[src/rtl/idr_pkg.sv]
package idr_pkg;
  localparam int unsigned OFF_DOMCFG      = 32'h0000;
  localparam int unsigned OFF_SRCCFG      = 32'h0004;
  localparam int unsigned OFF_SETIP       = 32'h1C00;
  localparam int unsigned OFF_SETIPNUM    = 32'h1CDC;
  localparam int unsigned OFF_INLVL       = 32'h1D00;
  localparam int unsigned OFF_CLRIPNUM    = 32'h1DDC;
  localparam int unsigned OFF_SETIE       = 32'h1E00;
  localparam int unsigned OFF_SETIENUM    = 32'h1EDC;
  localparam int unsigned OFF_CLRIE       = 32'h1F00;
  localparam int unsigned OFF_CLRIENUM    = 32'h1FDC;
  localparam int unsigned OFF_SETIPNUM_LE = 32'h2000;
  localparam int unsigned OFF_SETIPNUM_BE = 32'h2004;
  localparam int unsigned OFF_TARGET      = 32'h3004;

  localparam logic [31:0] DOMCFG_FIXED  = 32'h8000_0004;
  localparam int unsigned DOMCFG_IE_BIT = 8;
  localparam int unsigned CFG_DELEG_BIT = 10;
  localparam logic [31:0] TARGET_KEEP   = 32'hFFFF_F7FF;

  typedef enum logic [3:0] {
    REG_NONE, REG_DOMCFG, REG_SRCCFG, REG_TARGET,
    REG_SETIP, REG_INLVL, REG_SETIE, REG_CLRIE,
    REG_SETIPNUM, REG_SETIPNUM_LE, REG_SETIPNUM_BE,
    REG_CLRIPNUM, REG_SETIENUM, REG_CLRIENUM
  } reg_kind_e;

  function automatic logic [31:0] bswap32(input logic [31:0] v);
    return {v[7:0], v[15:8], v[23:16], v[31:24]};
  endfunction
endpackage

[src/rtl/idr_decode.sv]
module idr_decode
  import idr_pkg::*;
#(
  parameter int unsigned ADDR_W    = 15,
  parameter int unsigned NUM_SRC   = 40,
  parameter int unsigned NUM_WORDS = 2,
  parameter int unsigned SEL_W     = 6,
  parameter int unsigned WSEL_W    = 1
) (
  input  logic [ADDR_W-1:0] addr_i,
  input  logic [3:0]        be_i,
  output reg_kind_e         kind_o,
  output logic [SEL_W-1:0]  src_sel_o,
  output logic [WSEL_W-1:0] word_sel_o,
  output logic              err_o
);
  logic [31:0] off;
  assign off = 32'(addr_i);

  function automatic logic in_win(input logic [31:0] o, input int unsigned base,
                                  input int unsigned n);
    return (o >= base) && (o < base + 4 * n);
  endfunction

  always_comb begin
    kind_o     = REG_NONE;
    src_sel_o  = '0;
    word_sel_o = '0;
    if (off == OFF_DOMCFG) kind_o = REG_DOMCFG;
    else if (in_win(off, OFF_SRCCFG, NUM_SRC)) begin
      kind_o    = REG_SRCCFG;
      src_sel_o = SEL_W'((off - OFF_SRCCFG) >> 2);
    end else if (in_win(off, OFF_TARGET, NUM_SRC)) begin
      kind_o    = REG_TARGET;
      src_sel_o = SEL_W'((off - OFF_TARGET) >> 2);
    end else if (in_win(off, OFF_SETIP, NUM_WORDS)) begin
      kind_o     = REG_SETIP;
      word_sel_o = WSEL_W'((off - OFF_SETIP) >> 2);
    end else if (in_win(off, OFF_INLVL, NUM_WORDS)) begin
      kind_o     = REG_INLVL;
      word_sel_o = WSEL_W'((off - OFF_INLVL) >> 2);
    end else if (in_win(off, OFF_SETIE, NUM_WORDS)) begin
      kind_o     = REG_SETIE;
      word_sel_o = WSEL_W'((off - OFF_SETIE) >> 2);
    end else if (in_win(off, OFF_CLRIE, NUM_WORDS)) begin
      kind_o     = REG_CLRIE;
      word_sel_o = WSEL_W'((off - OFF_CLRIE) >> 2);
    end
    else if (off == OFF_SETIPNUM)    kind_o = REG_SETIPNUM;
    else if (off == OFF_SETIPNUM_LE) kind_o = REG_SETIPNUM_LE;
    else if (off == OFF_SETIPNUM_BE) kind_o = REG_SETIPNUM_BE;
    else if (off == OFF_CLRIPNUM)    kind_o = REG_CLRIPNUM;
    else if (off == OFF_SETIENUM)    kind_o = REG_SETIENUM;
    else if (off == OFF_CLRIENUM)    kind_o = REG_CLRIENUM;
  end

  assign err_o = (addr_i[1:0] != 2'b00) || (be_i != 4'hF) || (kind_o == REG_NONE);
endmodule

[src/rtl/idr_cfg_store.sv]
module idr_cfg_store
  import idr_pkg::*;
#(
  parameter int unsigned NUM_SRC = 40,
  parameter int unsigned SEL_W   = 6
) (
  input  logic                   clk_i,
  input  logic                   rst_ni,
  input  logic                   mode_we_i,
  input  logic                   tgt_we_i,
  input  logic [SEL_W-1:0]       sel_i,
  input  logic [2:0]             mode_val_i,
  input  logic [31:0]            tgt_val_i,
  output logic [NUM_SRC*3-1:0]   mode_o,
  output logic [NUM_SRC*32-1:0]  target_o,
  output logic [2:0]             mode_rd_o,
  output logic [31:0]            target_rd_o
);
  for (genvar s = 0; s < NUM_SRC; s++) begin : g_src
    logic [2:0]  mode_q;
    logic [31:0] tgt_q;
    always_ff @(posedge clk_i or negedge rst_ni) begin
      if (!rst_ni) begin
        mode_q <= '0;
        tgt_q  <= '0;
      end else begin
        if (mode_we_i && sel_i == SEL_W'(s)) mode_q <= mode_val_i;
        if (tgt_we_i && sel_i == SEL_W'(s))  tgt_q  <= tgt_val_i & TARGET_KEEP;
      end
    end
    assign mode_o[s*3 +: 3]    = mode_q;
    assign target_o[s*32 +: 32] = tgt_q;
  end

  assign mode_rd_o   = (32'(sel_i) < NUM_SRC) ? mode_o[sel_i*3 +: 3] : '0;
  assign target_rd_o = (32'(sel_i) < NUM_SRC) ? target_o[sel_i*32 +: 32] : '0;
endmodule

[src/rtl/idr_word_gather.sv]
module idr_word_gather #(
  parameter int unsigned NUM_SRC   = 40,
  parameter int unsigned NUM_WORDS = 2,
  parameter int unsigned WSEL_W    = 1
) (
  input  logic [NUM_SRC-1:0] bits_i,
  input  logic [WSEL_W-1:0]  word_i,
  output logic [31:0]        word_o
);
  localparam int unsigned FULL_W = NUM_WORDS * 32;
  logic [FULL_W-1:0] full;

  // bit 0 of word 0 is the nonexistent source 0
  always_comb begin
    full = '0;
    full[NUM_SRC:1] = bits_i;
  end

  assign word_o = (32'(word_i) < NUM_WORDS) ? full[word_i*32 +: 32] : '0;
endmodule

[src/rtl/irq_dom_regs.sv]
module irq_dom_regs
  import idr_pkg::*;
#(
  parameter int unsigned NUM_SRC = 40,
  parameter int unsigned ADDR_W  = 15
) (
  input  logic                  clk_i,
  input  logic                  rst_ni,
  input  logic                  req_i,
  input  logic                  we_i,
  input  logic [ADDR_W-1:0]     addr_i,
  input  logic [3:0]            be_i,
  input  logic [31:0]           wdata_i,
  output logic                  rsp_valid_o,
  output logic                  rsp_err_o,
  output logic [31:0]           rdata_o,
  input  logic [NUM_SRC-1:0]    pend_i,
  input  logic [NUM_SRC-1:0]    en_i,
  input  logic [NUM_SRC-1:0]    lvl_i,
  output logic                  ie_o,
  output logic [NUM_SRC*3-1:0]  mode_o,
  output logic [NUM_SRC*32-1:0] target_o,
  output logic [NUM_SRC-1:0]    set_ip_o,
  output logic [NUM_SRC-1:0]    clr_ip_o,
  output logic [NUM_SRC-1:0]    set_ie_o,
  output logic [NUM_SRC-1:0]    clr_ie_o
);
  localparam int unsigned NUM_WORDS = (NUM_SRC + 1 + 31) / 32;
  localparam int unsigned SEL_W     = $clog2(NUM_SRC + 1);
  localparam int unsigned WSEL_W    = (NUM_WORDS > 1) ? $clog2(NUM_WORDS) : 1;
  localparam int unsigned FULL_W    = NUM_WORDS * 32;

  reg_kind_e         kind;
  logic [SEL_W-1:0]  src_sel;
  logic [WSEL_W-1:0] word_sel;
  logic              dec_err;

  idr_decode #(
    .ADDR_W(ADDR_W), .NUM_SRC(NUM_SRC), .NUM_WORDS(NUM_WORDS),
    .SEL_W(SEL_W), .WSEL_W(WSEL_W)
  ) u_decode (
    .addr_i(addr_i), .be_i(be_i), .kind_o(kind),
    .src_sel_o(src_sel), .word_sel_o(word_sel), .err_o(dec_err)
  );

  logic acc_ok, wr_ok;
  assign acc_ok = req_i && !dec_err;
  assign wr_ok  = acc_ok && we_i;

  logic [2:0]  mode_val, mode_rd;
  logic [31:0] target_rd;
  assign mode_val = wdata_i[CFG_DELEG_BIT] ? 3'd0 : wdata_i[2:0];

  idr_cfg_store #(.NUM_SRC(NUM_SRC), .SEL_W(SEL_W)) u_store (
    .clk_i(clk_i), .rst_ni(rst_ni),
    .mode_we_i(wr_ok && kind == REG_SRCCFG),
    .tgt_we_i(wr_ok && kind == REG_TARGET),
    .sel_i(src_sel), .mode_val_i(mode_val), .tgt_val_i(wdata_i),
    .mode_o(mode_o), .target_o(target_o),
    .mode_rd_o(mode_rd), .target_rd_o(target_rd)
  );

  // one gather shared by the three status windows
  logic [NUM_SRC-1:0] stat_bits;
  logic [31:0]        stat_word;
  always_comb begin
    unique case (kind)
      REG_SETIP: stat_bits = pend_i;
      REG_INLVL: stat_bits = lvl_i;
      REG_SETIE: stat_bits = en_i;
      default:   stat_bits = '0;
    endcase
  end

  idr_word_gather #(.NUM_SRC(NUM_SRC), .NUM_WORDS(NUM_WORDS), .WSEL_W(WSEL_W)) u_gather (
    .bits_i(stat_bits), .word_i(word_sel), .word_o(stat_word)
  );

  // bitmap scatter and number decode
  logic [FULL_W-1:0]  bm_full;
  logic [NUM_SRC-1:0] bm_hit, num_hit;
  logic [31:0]        num_val;
  always_comb begin
    bm_full = '0;
    for (int w = 0; w < NUM_WORDS; w++)
      if (32'(word_sel) == w) bm_full[w*32 +: 32] = wdata_i;
    bm_hit  = bm_full[NUM_SRC:1];
    num_val = (kind == REG_SETIPNUM_BE) ? bswap32(wdata_i) : wdata_i;
    for (int s = 1; s <= NUM_SRC; s++) num_hit[s-1] = (num_val == 32'(s));
  end

  logic [NUM_SRC-1:0] set_ip_d, clr_ip_d, set_ie_d, clr_ie_d;
  logic [31:0]        rd_mux;
  always_comb begin
    set_ip_d = '0;
    clr_ip_d = '0;
    set_ie_d = '0;
    clr_ie_d = '0;
    if (wr_ok) begin
      unique case (kind)
        REG_SETIP:                                        set_ip_d = bm_hit;
        REG_SETIPNUM, REG_SETIPNUM_LE, REG_SETIPNUM_BE:   set_ip_d = num_hit;
        REG_INLVL:                                        clr_ip_d = bm_hit;
        REG_CLRIPNUM:                                     clr_ip_d = num_hit;
        REG_SETIE:                                        set_ie_d = bm_hit;
        REG_SETIENUM:                                     set_ie_d = num_hit;
        REG_CLRIE:                                        clr_ie_d = bm_hit;
        REG_CLRIENUM:                                     clr_ie_d = num_hit;
        default: ;
      endcase
    end
    unique case (kind)
      REG_DOMCFG:                     rd_mux = DOMCFG_FIXED | (32'(ie_o) << DOMCFG_IE_BIT);
      REG_SRCCFG:                     rd_mux = 32'(mode_rd);
      REG_TARGET:                     rd_mux = target_rd;
      REG_SETIP, REG_INLVL, REG_SETIE: rd_mux = stat_word;
      default:                        rd_mux = '0;
    endcase
  end

  always_ff @(posedge clk_i or negedge rst_ni) begin
    if (!rst_ni) begin
      ie_o        <= 1'b0;
      rsp_valid_o <= 1'b0;
      rsp_err_o   <= 1'b0;
      rdata_o     <= '0;
      set_ip_o    <= '0;
      clr_ip_o    <= '0;
      set_ie_o    <= '0;
      clr_ie_o    <= '0;
    end else begin
      if (wr_ok && kind == REG_DOMCFG) ie_o <= wdata_i[DOMCFG_IE_BIT];
      rsp_valid_o <= req_i;
      rsp_err_o   <= req_i && dec_err;
      rdata_o     <= (acc_ok && !we_i) ? rd_mux : '0;
      set_ip_o    <= set_ip_d;
      clr_ip_o    <= clr_ip_d;
      set_ie_o    <= set_ie_d;
      clr_ie_o    <= clr_ie_d;
    end
  end
endmodule

[config.mk]
export PLATFORM = sky130hd
export DESIGN_NAME = irq_dom_regs
export DESIGN_NICKNAME = d
export VERILOG_FILES = /design/src/rtl/idr_pkg.sv /design/src/rtl/idr_decode.sv /design/src/rtl/idr_cfg_store.sv /design/src/rtl/idr_word_gather.sv /design/src/rtl/irq_dom_regs.sv
export SDC_FILE = /design/constraint.sdc
export NUM_CORES = 2
export LEC_CHECK = 0
export CELL_PAD_IN_SITES_DETAIL_PLACEMENT = 0
export CELL_PAD_IN_SITES_GLOBAL_PLACEMENT = 2
export CORE_AREA = 2 2 695 697
export CTS_CLUSTER_SIZE = 14
export DETAILED_ROUTE_END_ITERATION = 8
export DIE_AREA = 0 0 697 699
export PLACE_DENSITY = 0.43
export SYNTH_ARGS = -nofsm -noshare
export SYNTH_HDL_FRONTEND = slang
export SYNTH_SLANG_ARGS = --single-unit
[constraint.sdc]
create_clock -name clk_i -period 2.43 [get_ports clk_i]
set_input_delay 0.729 -clock clk_i [delete_from_list [all_inputs] [get_ports clk_i]]
set_output_delay 0.729 -clock clk_i [all_outputs]
set_load 0.01 [all_outputs]
# ---- Word-level counts from Yosys, hierarchy flattened
# Index checks and enable logic that the tools add are counted.
# W data, S select, Z words.
dict set report classes {
  n_eq_ne 99
  n_addsub 6
  n_reduce_logical 103
  order_cmp 13
  muxes 40
  multipliers 1
  shifts 3
}
# op n
set ops {}
lappend ops {{$shiftx A1280 B12 Y32} 1}
lappend ops {{$eq A32 B5 Y1 const B} 16}
lappend ops {{$pmux W40 S2} 4}
lappend ops {{$eq A32 B6 Y1 const B} 9}
lappend ops {{$eq A32 B4 Y1 const B} 8}
lappend ops {{$mux W40} 4}
lappend ops {{$eq A32 B3 Y1 const B} 4}
lappend ops {{$mux W32} 4}
lappend ops {{$pmux W32 S4} 1}
lappend ops {{$pmux W40 S3} 1}
lappend ops {{$shiftx A120 B9 Y3} 1}
lappend ops {{$eq A6 B5 Y1 const B} 16}
lappend ops {{$logic_and A1 B1 Y1} 93}
lappend ops {{$eq A32 B2 Y1 const B} 2}
lappend ops {{$shiftx A64 B7 Y32} 1}
lappend ops {{$eq A15 B13 Y1 const B} 4}
lappend ops {{$ge A15 B13 Y1 const B} 4}
lappend ops {{$lt A15 B13 Y1 const B} 4}
lappend ops {{$mux W4} 13}
lappend ops {{$eq A6 B4 Y1 const B} 8}
lappend ops {{$eq A6 B6 Y1 const B} 8}
lappend ops {{$eq A32 B1 Y1 const B} 1}
lappend ops {{$logic_not A32 Y1} 1}
lappend ops {{$eq A15 B14 Y1 const B} 2}
lappend ops {{other kinds (26)} 55}
dict set report totals {
  out_inout_bits 1595
  register_bits 1555
  elab_cells 353
}

# ---- Logic depth before layout (Yosys ltp)
dict set report depth {
  word_depth 21
  mapped_depth 18
  mapped_depth_nobuf 11
}

# ---- Cells and area by module
# From an unflattened synthesis, not the netlist that was laid out.
dict set report hier_totals {
  cells_unflattened 5025
  area_unflattened_um2 71612.4
}
# module cells_per_inst n_inst area_each_um2 seq_area_each_um2
set by_module_without_submodules {}
lappend by_module_without_submodules {idr_cfg_store 4039 1 61930.6 34032.6}
lappend by_module_without_submodules {irq_dom_regs 883 1 8956.1 4879.7}
lappend by_module_without_submodules {idr_decode 68 1 464.2 0.0}
lappend by_module_without_submodules {idr_word_gather 35 1 261.5 0.0}

# ---- Least setup slack after synthesis
# No wires, ideal clock.
dict set report synth_path {
  path_type {input to register}
  startpoint {input port addr_i[2]}
  endpoint {register rdata_o[19]}
  t_arrival_ns 4.973
  setup_time_ns 0.129
  t_required_ns 2.301
  slack_ns -2.672
  cell_stages 15
  path_cell_list {inv_2 > buf_1 > buf_1 > clkbuf_1 > clkbuf_1 > ha_1 > inv_1 > buf_1 > clkbuf_1 > clkbuf_1 > clkbuf_1 > mux4_2 > o21ai_0 > o21ai_0 > o2bb2ai_1}
}
dict set report synth_between {
  elab_chain_cells 20
  elab_cells_between_ends 73
  cone_classes {add/sub: 6; order compare: 13; eq/ne: 12; shift: 2; mux: 27; reduce/logical: 13}
}
# item line_no
set synth_lines {}
lappend synth_lines {{from (decl)} irq_dom_regs.sv:11} ;# input logic [ADDR_W-1:0] addr_i,
lappend synth_lines {{branches (longest 19 deep; another with $eq A15 B13 Y1)} --}
lappend synth_lines {{$mux W32 *} irq_dom_regs.sv:135} ;# rdata_o <= (acc_ok && !we_i) ? rd_mux : '0;
lappend synth_lines {{to (signal assigned)} irq_dom_regs.sv:135}
lappend synth_lines {{to (decl)} irq_dom_regs.sv:16} ;# output logic [31:0] rdata_o,
# Every way passes the cells marked *.
# A chain may end at the register's enable or synchronous reset.

# ---- Worst setup path after layout
dict set report layout_path {
  startpoint {input port addr_i[8]}
  endpoint {register rdata_o[18]}
}
# The elaborated chain is that of the path after synthesis.

==> metrics.txt <==
Cell Area, Synth 0.07310 mm^2; setup TNS -1515720 ps; Critical-path top delay cell or4_4; CP Data Required Time between 3000 and 4000 ps; nets 8862; Crit path top cell by count buf_12; CTS tree yes; number of buffers added on ports roughly 1700; nature of the critical path startpoint input port; Synth Instances roughly 6000; cells along the critical path buf_6, or4_4, nor3_4, buf_6, nand3_4, buf_12, buf_12, buf_12, buf_12, or3_1, mux4_2, o22ai_2, o31a_1, buf_12, o32ai_2; Internal between 0.04 and 0.05 W; dpl cell area 0.1079 mm^2; status complete, but fails checks; FP Rows 255; peak supply drop 559.9 uV; endpoints failing setup 3048; Slew HR 0.1395; Yosys top cell by area dfrtp_1; final core occ 0.2515; failing checks negative setup slack; clk slew on worst S/H paths 60 ps; Synth top area share 0.5323; clock power share 0.516; CTS H-tree lvls 4; vias in the first global route ~70000; Routed WL around 660 mm; Initial DRC Count 5947; Crit Path Max Fanout 6; commonest cells after routing, fill and taps aside 1609 x clkdlybuf4s50_1, 1553 x dfrtp_1, 1213 x mux2_2, 987 x buf_4, 302 x nor2_1; Overflow after GRT 0; TritonCTS sink count about 1600; first-pass GRT wire length 822.1 mm; number of synthesized flops with an enable pin 0; share of flip-flops with an asynchronous set or reset 1.000; dpl ws -2881 ps; sequential share of the synthesized area 0.5323; fin area 0.1207 mm^2; CTS Buf Count 211; Largest stage delay, worst path 610 ps; CTS root buf clkbuf_16; Initial Util 0.1522; worst path arrival time 4200 ps; hpwl dp a little over 500 mm; period utilization 1.415; RSZ-0062 raised after global routing true; P&R area growth vs syn 65.18%; Yosys reg bits 1555; Logic pwr share 0.079; die area around 0.49 mm^2; commonest non-fill, non-tap cell in the layout clkdlybuf4s50_1; Avg WL per Cell 42.87 um; Die Height between 600 and 700 um; Post-DRT Antenna Nets 0; Ys Warns 0; Pre-antenna DRT Iters 9; Horiz. Die Dim 697 um; Leak Pwr 53.25 nW; max_cap viols 0; largest net degree at the start of global routing ~110; PwrDens 529.0 mW/mm^2; sequential power share 0.406; Hold Path Class input port to flip-flop; Total GRT Usage 0.2580; crit path time final 3439 ps; Crit. End Element flip-flop; Hold Vio Cnt, Final 0; Synth Flop Type dfrtp_1; DRC 0; Max Fclk 290.8 MHz; Setup Skew 71.67 ps; Final WS setup -1009 ps; share of cells above drive strength 1 0.3979; clock tree buffer depth 4; WS Path Type input port to flip-flop; Avg Cell Area, Syn 12.14 um^2; I/O pin cnt 1770; FF-to-FF setup slack -110 ps; Net Sw Frac 0.2701; Core Area 0.4802 mm^2; Avg Vias per Cell 4.487; Switch Pwr 0.01725 W; GPL Wtd Cong 0.8770; Skew-Pair Late Insertion Delay 940 ps; Synth cell types 88; Slew @ Worst Pin 1273 ps; largest cells by area after synthesis dfrtp_1 53%, mux2_2 19%, mux2_1 2.6%, o21ai_0 2.0%, clkbuf_1 1.9%; Final Max Tran Viols 0; initial antenna violation count 59; DR vias 68670
## final cells by class
class                      count  area [um^2]
multi-input combinational   3832        34480
inverter                      18        91.34
antenna                       33        82.58
fill                       50620       359400
clock buffer                 311         6106
sequential                  1555        38910
clock inverter                63        968.4
timing repair buffer        3065        32060
tap                         6425         8039
## worst max-delay path, delay by kind of cell
family / cells / cell delay (ps)
simple gates: 4 / 1320
buf+inv: 7 / 1010
compound gates: 3 / 550
mux: 1 / 530
## routing by layer
metal / track usage / vias up / routed length, um
li1: - / 27660 / -
met1: 0.3157 / 37280 / 263700
met2: 0.4460 / 3069 / 319000
met3: 0.05449 / 655 / 44050
met4: 0.09223 / 4 / 29130
met5: 0 / - / 27
## timing repair
item                       in CTS  in global routing
hold endpoints to repair      205                  0
hold buffers                    1                  0
setup buffers                 153                 66
setup endpoints to repair    3088               3065
pin swaps                     118                 88
gates cloned                   17                 12
resized for setup             510                249
## per-stage QoR
stage,hold slack (ps),instances,total power (W)
after CTS,215.2,15210,0.06468
after global routing,268.4,15290,0.06581
final,334.9,15300,0.06388
after detailed placement,499.0,14680,0.03122
after global placement,492.3,14680,0.03121
after floorplan,433.4,6060,0.02795
## flip-flops by register name, indices dropped and copies added (netlist names), 32 cells and up
signal                count
u_store.g_src.mode_q    120
clr_ie_o                 40
clr_ip_o                 40
set_ie_o                 40
u_store.g_src.tgt_q    1240
set_ip_o                 40
rdata_o                  32
## power by group through the flow
stage	combinational (W)	sequential [W]	clock (W)
3_5_place_dp	0.00485	0.0264	0
6_report	0.00503	0.0259	0.0329
5_1_grt	0.00522	0.0259	0.0347
2_1_floorplan	0.00157	0.0264	0
4_1_cts	0.00498	0.0259	0.0338
3_3_place_gp	0.00485	0.0264	0
## cells in the mapped netlist, types with 52 or more instances
library cell,instances
buf_4,77
mux2_2,1220
clkbuf_1,367
buf_1,55
nand2_1,255
nor2_1,356
o22ai_1,178
mux2i_1,111
a21oi_1,161
mux2_1,167
o21ai_0,292
buf_2,153
dfrtp_1,1555
or3_1,52
nand3_1,54
a22oi_1,142
o221ai_1,64
## worst paths after layout
kind | end | depth (start not counted) | start
setup reg to reg | rdata_o[0] | 6 | u_store.g_src[31].mode_q[0]
min in group asynchronous | u_store.g_src[32].mode_q[1] | 3 | rst_ni
max in group asynchronous | u_store.g_src[3].tgt_q[3] | 4 | rst_ni
hold reg to reg | u_store.g_src[32].mode_q[0] | 2 | u_store.g_src[32].mode_q[0]
hold / removal | u_store.g_src[28].tgt_q[22] | 3 | wdata_i[22]
setup / recovery | rdata_o[18] | 15 | addr_i[8]
## cells by family (layout without fill, tap and decap cells)
kind of cell,after synthesis,count (layout),synth area share
adders and majority gates,4,4,0.0006847
DFF,1555,1555,0.5323
buffers and inverters,673,3457,0.04144
muxes,1548,1548,0.2443
and+or+nand+nor,995,995,0.06544
AOI/OAI and AO/OA,1238,1238,0.1150
xor gates and xnor gates,7,7,0.0008387
other,1,73,0.00005130
(Power assumes the default switching activity.)
